## config.mk

```make
export PLATFORM = sky130hd
export DESIGN_NAME = commit_regs
export DESIGN_NICKNAME = d
export VERILOG_FILES = /design/src/rtl/commit_regs.sv
export SDC_FILE = /design/constraint.sdc
export NUM_CORES = 1
export LEC_CHECK = 0
export BUFFER_PORTS_ARGS = -buffer_cell sky130_fd_sc_hd__buf_2
export CORE_MARGIN = 8
export CORE_UTILIZATION = 30
export CTS_BUF_LIST = sky130_fd_sc_hd__clkbuf_4 sky130_fd_sc_hd__clkbuf_8
export CTS_CLUSTER_DIAMETER = 150
export CTS_CLUSTER_SIZE = 20
export DETAILED_ROUTE_END_ITERATION = 6
export GPL_TIMING_DRIVEN = 0
export PLACE_DENSITY = 0.55
export SETUP_SLACK_MARGIN = 0.2
export SYNTH_ARGS = -nofsm -noshare
export SYNTH_HDL_FRONTEND = slang
export SYNTH_SLANG_ARGS = --single-unit
```

## constraint.sdc

```tcl
create_clock -name clk -period 2.7 [get_ports clk]
set_input_delay 0.405 -clock clk [delete_from_list [all_inputs] [get_ports clk]]
set_output_delay 0.405 -clock clk [all_outputs]
set_load 0.005 [all_outputs]
```

## src/rtl/commit_regs.sv

```systemverilog
module commit_regs #(
  parameter int DW   = 32,
  parameter int AW   = 4,
  parameter int NWIN = 3
) (
  input  logic              clk,
  input  logic              rst_n,
  input  logic              bus_wr,
  input  logic [AW-1:0]     bus_addr,
  input  logic [DW-1:0]     bus_wdata,
  output logic [DW-1:0]     bus_rdata,
  input  logic              vblank,
  input  logic              frame_end,
  input  logic [NWIN-1:0]   win_uflow,
  input  logic [NWIN-1:0]   win_oflow,
  output logic [DW-1:0]     gen_active,
  output logic [NWIN*DW-1:0] win_active,
  output logic [DW-1:0]     cur_active,
  output logic              irq
);
  localparam int NG      = NWIN + 2;
  localparam int NI      = 2 + 2 * NWIN;
  localparam int ACT_OFS = 8;
  localparam int CUR_G   = NWIN + 1;

  localparam logic [AW-1:0] A_CTRL = AW'(0);
  localparam logic [AW-1:0] A_WSEL = AW'(1);
  localparam logic [AW-1:0] A_VIEW = AW'(2);
  localparam logic [AW-1:0] A_STAT = AW'(3);
  localparam logic [AW-1:0] A_MASK = AW'(4);
  localparam logic [AW-1:0] A_ENA  = AW'(5);
  localparam logic [AW-1:0] A_GEN  = AW'(8);
  localparam logic [AW-1:0] A_WIN  = AW'(9);
  localparam logic [AW-1:0] A_CUR  = AW'(10);

  logic [NG-1:0]   armed, pend, fire;
  logic [NWIN-1:0] wsel;
  logic            live_view;
  logic [DW-1:0]   gen_stg, cur_stg;
  logic [DW-1:0]   win_stg [NWIN];
  logic [NI-1:0]   istat, imask, iena, isrc;
  logic [DW-1:0]   win_rd, ctrl_rd;

  wire wr_ctrl = bus_wr && (bus_addr == A_CTRL);
  wire wr_stat = bus_wr && (bus_addr == A_STAT);
  wire wr_gen  = bus_wr && (bus_addr == A_GEN);
  wire wr_win  = bus_wr && (bus_addr == A_WIN);
  wire wr_cur  = bus_wr && (bus_addr == A_CUR);

  assign fire = vblank ? (armed & pend) : '0;

  always_ff @(posedge clk or negedge rst_n) begin
    if (!rst_n) begin
      armed <= '0;
      pend  <= '0;
      wsel  <= '0;
      live_view <= 1'b0;
      imask <= '0;
      iena  <= '0;
    end else begin
      armed <= (armed & ~fire) | (wr_ctrl ? bus_wdata[NG-1:0] : '0);
      pend  <= (pend  & ~fire) | (wr_ctrl ? bus_wdata[ACT_OFS +: NG] : '0);
      if (bus_wr && bus_addr == A_WSEL) wsel <= bus_wdata[NWIN-1:0];
      if (bus_wr && bus_addr == A_VIEW) live_view <= bus_wdata[0];
      if (bus_wr && bus_addr == A_MASK) imask <= bus_wdata[NI-1:0];
      if (bus_wr && bus_addr == A_ENA)  iena  <= bus_wdata[NI-1:0];
    end
  end

  always_ff @(posedge clk or negedge rst_n) begin
    if (!rst_n) begin
      gen_stg <= '0;
      gen_active <= '0;
      cur_stg <= '0;
      cur_active <= '0;
    end else begin
      if (wr_gen) gen_stg <= bus_wdata;
      if (fire[0]) gen_active <= gen_stg;
      if (wr_cur) cur_stg <= bus_wdata;
      if (fire[CUR_G]) cur_active <= cur_stg;
    end
  end

  for (genvar w = 0; w < NWIN; w++) begin : g_win
    always_ff @(posedge clk or negedge rst_n) begin
      if (!rst_n) begin
        win_stg[w] <= '0;
        win_active[w*DW +: DW] <= '0;
      end else begin
        if (wr_win && wsel[w]) win_stg[w] <= bus_wdata;
        if (fire[1+w]) win_active[w*DW +: DW] <= win_stg[w];
      end
    end
  end

  always_comb begin
    win_rd = '0;
    for (int w = NWIN - 1; w >= 0; w--)
      if (wsel[w]) win_rd = live_view ? win_active[w*DW +: DW] : win_stg[w];
  end

  always_comb begin
    ctrl_rd = '0;
    ctrl_rd[NG-1:0] = armed;
    ctrl_rd[ACT_OFS +: NG] = pend;
  end

  assign isrc = {win_oflow, win_uflow, frame_end, vblank};

  always_ff @(posedge clk or negedge rst_n) begin
    if (!rst_n) istat <= '0;
    else istat <= (istat & ~(wr_stat ? bus_wdata[NI-1:0] : '0)) | isrc;
  end

  assign irq = |(istat & imask & iena);

  always_comb begin
    case (bus_addr)
      A_CTRL:  bus_rdata = ctrl_rd;
      A_WSEL:  bus_rdata = DW'(wsel);
      A_VIEW:  bus_rdata = DW'(live_view);
      A_STAT:  bus_rdata = DW'(istat);
      A_MASK:  bus_rdata = DW'(imask);
      A_ENA:   bus_rdata = DW'(iena);
      A_GEN:   bus_rdata = live_view ? gen_active : gen_stg;
      A_WIN:   bus_rdata = win_rd;
      A_CUR:   bus_rdata = live_view ? cur_active : cur_stg;
      default: bus_rdata = '0;
    endcase
  end

  assert_hold_R5: assert property (@(posedge clk) disable iff (!rst_n)
    !vblank |=> ($stable(gen_active) && $stable(cur_active) && $stable(win_active)));

  assert_arm_only_R3: assert property (@(posedge clk) disable iff (!rst_n)
    (vblank && !pend[0]) |=> $stable(gen_active));

  assert_pend_clear_R6: assert property (@(posedge clk) disable iff (!rst_n)
    (vblank && armed[0] && pend[0] && !wr_ctrl) |=> (!armed[0] && !pend[0]));

  assert_stat_capture_R9: assert property (@(posedge clk) disable iff (!rst_n)
    vblank |=> istat[0]);

  assert_w1c_R9: assert property (@(posedge clk) disable iff (!rst_n)
    (wr_stat && bus_wdata[1] && !frame_end) |=> !istat[1]);
endmodule

```

==> summary.md <==
| Metric | Value |
|---|---|
| Seq cells post-synth | roughly 360 |
| First DRT Iteration DRCs | 740 |
| Final Max Tran Viols | 0 |
| Routed Antenna Nets | 0 |
| Violated checks | negative setup slack |
| Synth top area cells | dfrtp_1, mux2_2, mux2i_1 |
| GRT Total Usage | 17.7% |
| Worst EP required | about 2.3 ns |
| Clk_skew | ~0.018 ns |
| Hold path endpoint | win_stg[95] |
| Internal power | slightly above 0.01 W |
| Crit path top cell by count | buf_12 |
| Vias per cell | slightly above 5 |
| Normalized max-slew margin | roughly 27% |
| Netlist cell types | 50 |
| Cell Chain, Critical Path | buf_12 -> buf_12 -> buf_12 -> buf_16 -> mux2i_4 -> o22ai_2 -> a21oi_2 -> nand3_2 -> buf_2 |
| Sw Ratio | about a third |
| Synthesized net count | about 1200 |
| Shortest period the worst path allows | between 2 and 3 ns |
| Vias in the first global route | approximately 12000 |
| Placer Congestion | 0.802 |
| Cell taking the most area after synthesis | dfrtp_1 |
| Sequential element share of the synthesized area | 53.8% |
| Hold Vio Cnt, Final | 0 |
| Sequential share of power | 50.2% |
| Number of enable flip-flop cells after synthesis | 0 |
| R2R setup slack | ~0.54 ns |
| Sw power | between 0.005 and 0.006 W |
| CTS sink cnt | between 300 and 400 |
| Worst setup margin | -0.247 ns |
| # fillers | approximately 5400 |
| Largest net degree at the start of global routing | approximately 110 |
| Syn avg cell area | about 14 µm² |
| Rows | 86 |
| Mapped cell area | 16700 µm² |
| Crit Path Max Fanout | 8 |
| Final wirelength | just under 60000 µm |
| Combinational Power Share | 33.8% |
| Synth top area share | 53.8% |
| First-pass GRT wire length | ~84000 µm |
| Cells after Synth | between 1000 and 1500 |
| Commonest cells after routing, fill and taps aside | mux2_2, dfrtp_1, buf_2 |
| Highest ir drop seen on vdd | approximately 0.27 mV |
| Htree depth | 1 |
| Run status | complete, but fails checks |
| Worst hold stages | 2 |
| TritonCTS clock tree | done |
| CP Launch Type | flop |
| 1st-pass router iterations | 4 |
| Area of the die | around 63000 µm² |
| Launching point of the worst reg2reg path | armed[4] |
| Worst EP arrival | between 2 and 3 ns |
| Place WS | -0.369 ns |
| Maximum root-to-sink buffer count | 3 |
| Worst-Margin Slew | ~1.1 ns |
| Max Cap Violations | 0 |
| F_max | around 340 MHz |
| IO buf count | ~230 |
| Class of the worst hold path | in -> reg |
| GR Overflow Total | 0 |
| Antenna violations before repair | 2 |
| Fin crit share | 109% |
| Wire per inst | around 26 µm |
| Clock-pin slew on the worst setup and hold paths | around 0.13 ns |
| Io pins | 240 |
| Dpl cell area | roughly 19000 µm² |
| Final setup viols | 32 |
| Power density over cell area | approximately 760 nW/µm² |
| CP Class | reg -> out |
| Worst r2r dst | cur_active[24] |
| CP endpoint kind | primary output |
| Max incr delay on CP | ~0.44 ns |
| Yosys warnings | 0 |
| Layout area overhead | 19.6% |
| Critical-path top delay cell | dfrtp_2 |
| Nets | 1522 |
| Cts bufs inserted | 21 |
| Die W | roughly 250 µm |
| Most common cell after layout, fill and taps aside | mux2_2 |
| Async SR Flop Fraction | 100% |
| Final Core Density | between 30% and 40% |
| Clock latency on the worst-skew pair | 0.60 ns |
| Core box area | around 55000 µm² |
| Clock power frac | 16.1% |
| Static Leak | 9.78 nW |
| RSZ-0062 raised after global routing | true |
| DP Wirelength | 40400 µm |
| Setup_tns | -5.58 ns |
| Post-route cell area | roughly 20000 µm² |
| Die Span Y | between 200 and 300 µm |
| Hold Crit Start | bus_wdata[31] |
| DR vias | roughly 11000 |
| Synth Flop Type | dfrtp_1 |
| Reg2Reg Depth | 3 |
| Layout cells sized above 1 | 54.3% |
| DRC errors left | 0 |
| CTS Root Cell | clkbuf_8 |
| Effective utilization at floorplan | just over 30% |
power by group through the flow:
stage / clock network, W / registers (W) / logic [W]
after global placement: 0 / 0.00761 / 0.00464
after floorplan: 0 / 0.00754 / 0.00266
after global routing: 0.00275 / 0.00783 / 0.00553
final: 0.00244 / 0.00763 / 0.00513
after detailed placement: 0 / 0.00771 / 0.00472
after CTS: 0.00259 / 0.00761 / 0.00498
cells in the mapped netlist, types with 4 or more instances:
cell type	n
mux2_2	389
dfrtp_1	358
mux2i_1	102
nand2_1	50
buf_2	42
nand3_1	35
a221o_1	28
clkbuf_1	24
o221ai_1	19
buf_4	15
mux2_1	12
a22o_1	11
o22ai_1	11
o21ai_0	10
a21o_1	8
a21oi_1	8
nor2_1	7
a221oi_1	6
a211oi_1	4
a221oi_2	4
buf_1	4
buf_6	4
mux2_4	4
nand3b_1	4
critical path, delay by kind of cell, from the launching register on:
kind | cells | cell delay (ns)
muxes | 1 | 0.24
DFF | 1 | 0.44
and+or+nand+nor | 1 | 0.13
AOI/OAI and AO/OA | 2 | 0.32
buffers and inverters | 5 | 0.79
sequential cells by signal (all words and copies together), names as in the netlist:
signal      cells
win_active     96
win_stg        96
cur_active     32
cur_stg        32
gen_active     32
gen_stg        32
iena            8
imask           8
istat           8
armed           5
pend            5
wsel            3
live_view       1
stage by stage:
step           hold slack, ns  std cells  total power, W
4_1_cts                0.0573       2216          0.0152
6_report                0.109       2224          0.0152
2_1_floorplan           0.109       1195          0.0102
3_5_place_dp            0.320       2179          0.0124
5_1_grt                0.0767       2223          0.0161
3_3_place_gp            0.490       2176          0.0123
per-layer routing:
layer	part of all wire, %	vias to the layer above	GRT usage [%]	wire length (µm)
met1	44	5962	23.2	25600
met4	2.7	2	4.64	1580
met2	47	259	29.4	27400
met5	0.021	-	0	12
li1	-	4980	-	-
met3	5.9	64	3.92	3450
area by class of cell:
cell class | instances | area (µm²) | share of cell area [%]
diodes | 2 | 5.00 | 0.0251
plain buffers | 89 | 701 | 3.51
clock buffers | 22 | 303 | 1.52
inverters | 2 | 7.51 | 0.0377
multi-input cells | 746 | 7500 | 37.6
flip-flops and latches | 358 | 8960 | 44.9
well taps | 748 | 936 | 4.69
repair buffers | 257 | 1530 | 7.66
cell families (layout without fill, tap and decap cells):
logic type | count (synthesis) | in the layout | synth area share [%]
AOI/OAI and AO/OA | 119 | 119 | 5.92
buffers and inverters | 91 | 370 | 2.88
DFF | 358 | 358 | 53.8
muxes | 507 | 507 | 33.6
other | 0 | 2 | 0
and+or+nand+nor | 120 | 120 | 3.84
what timing repair did:
item / 4_1_cts / 5_1_grt
endpoints found under the setup margin: 32 / 32
hold buffers: 8 / 0
endpoints found under the hold margin: 49 / 0
cloned: 1 / 3
buffers inserted: 6 / 3
pin swaps: 2 / 15
gates resized for setup: 77 / 63
how the worst max path moves through the flow:
stage | slack (ns) | end | from | cells past startpoint
global placement | -5.92 | cur_active[13] | rst_n | 1
CTS | -0.30 | bus_rdata[3] | live_view | 7
floorplan | 0.67 | bus_rdata[25] | live_view | 6
global route | -0.34 | bus_rdata[12] | live_view | 7
detailed placement | -0.37 | bus_rdata[3] | wsel[1] | 7
finish | -0.25 | bus_rdata[2] | live_view | 9
(Power assumes the default switching activity.)
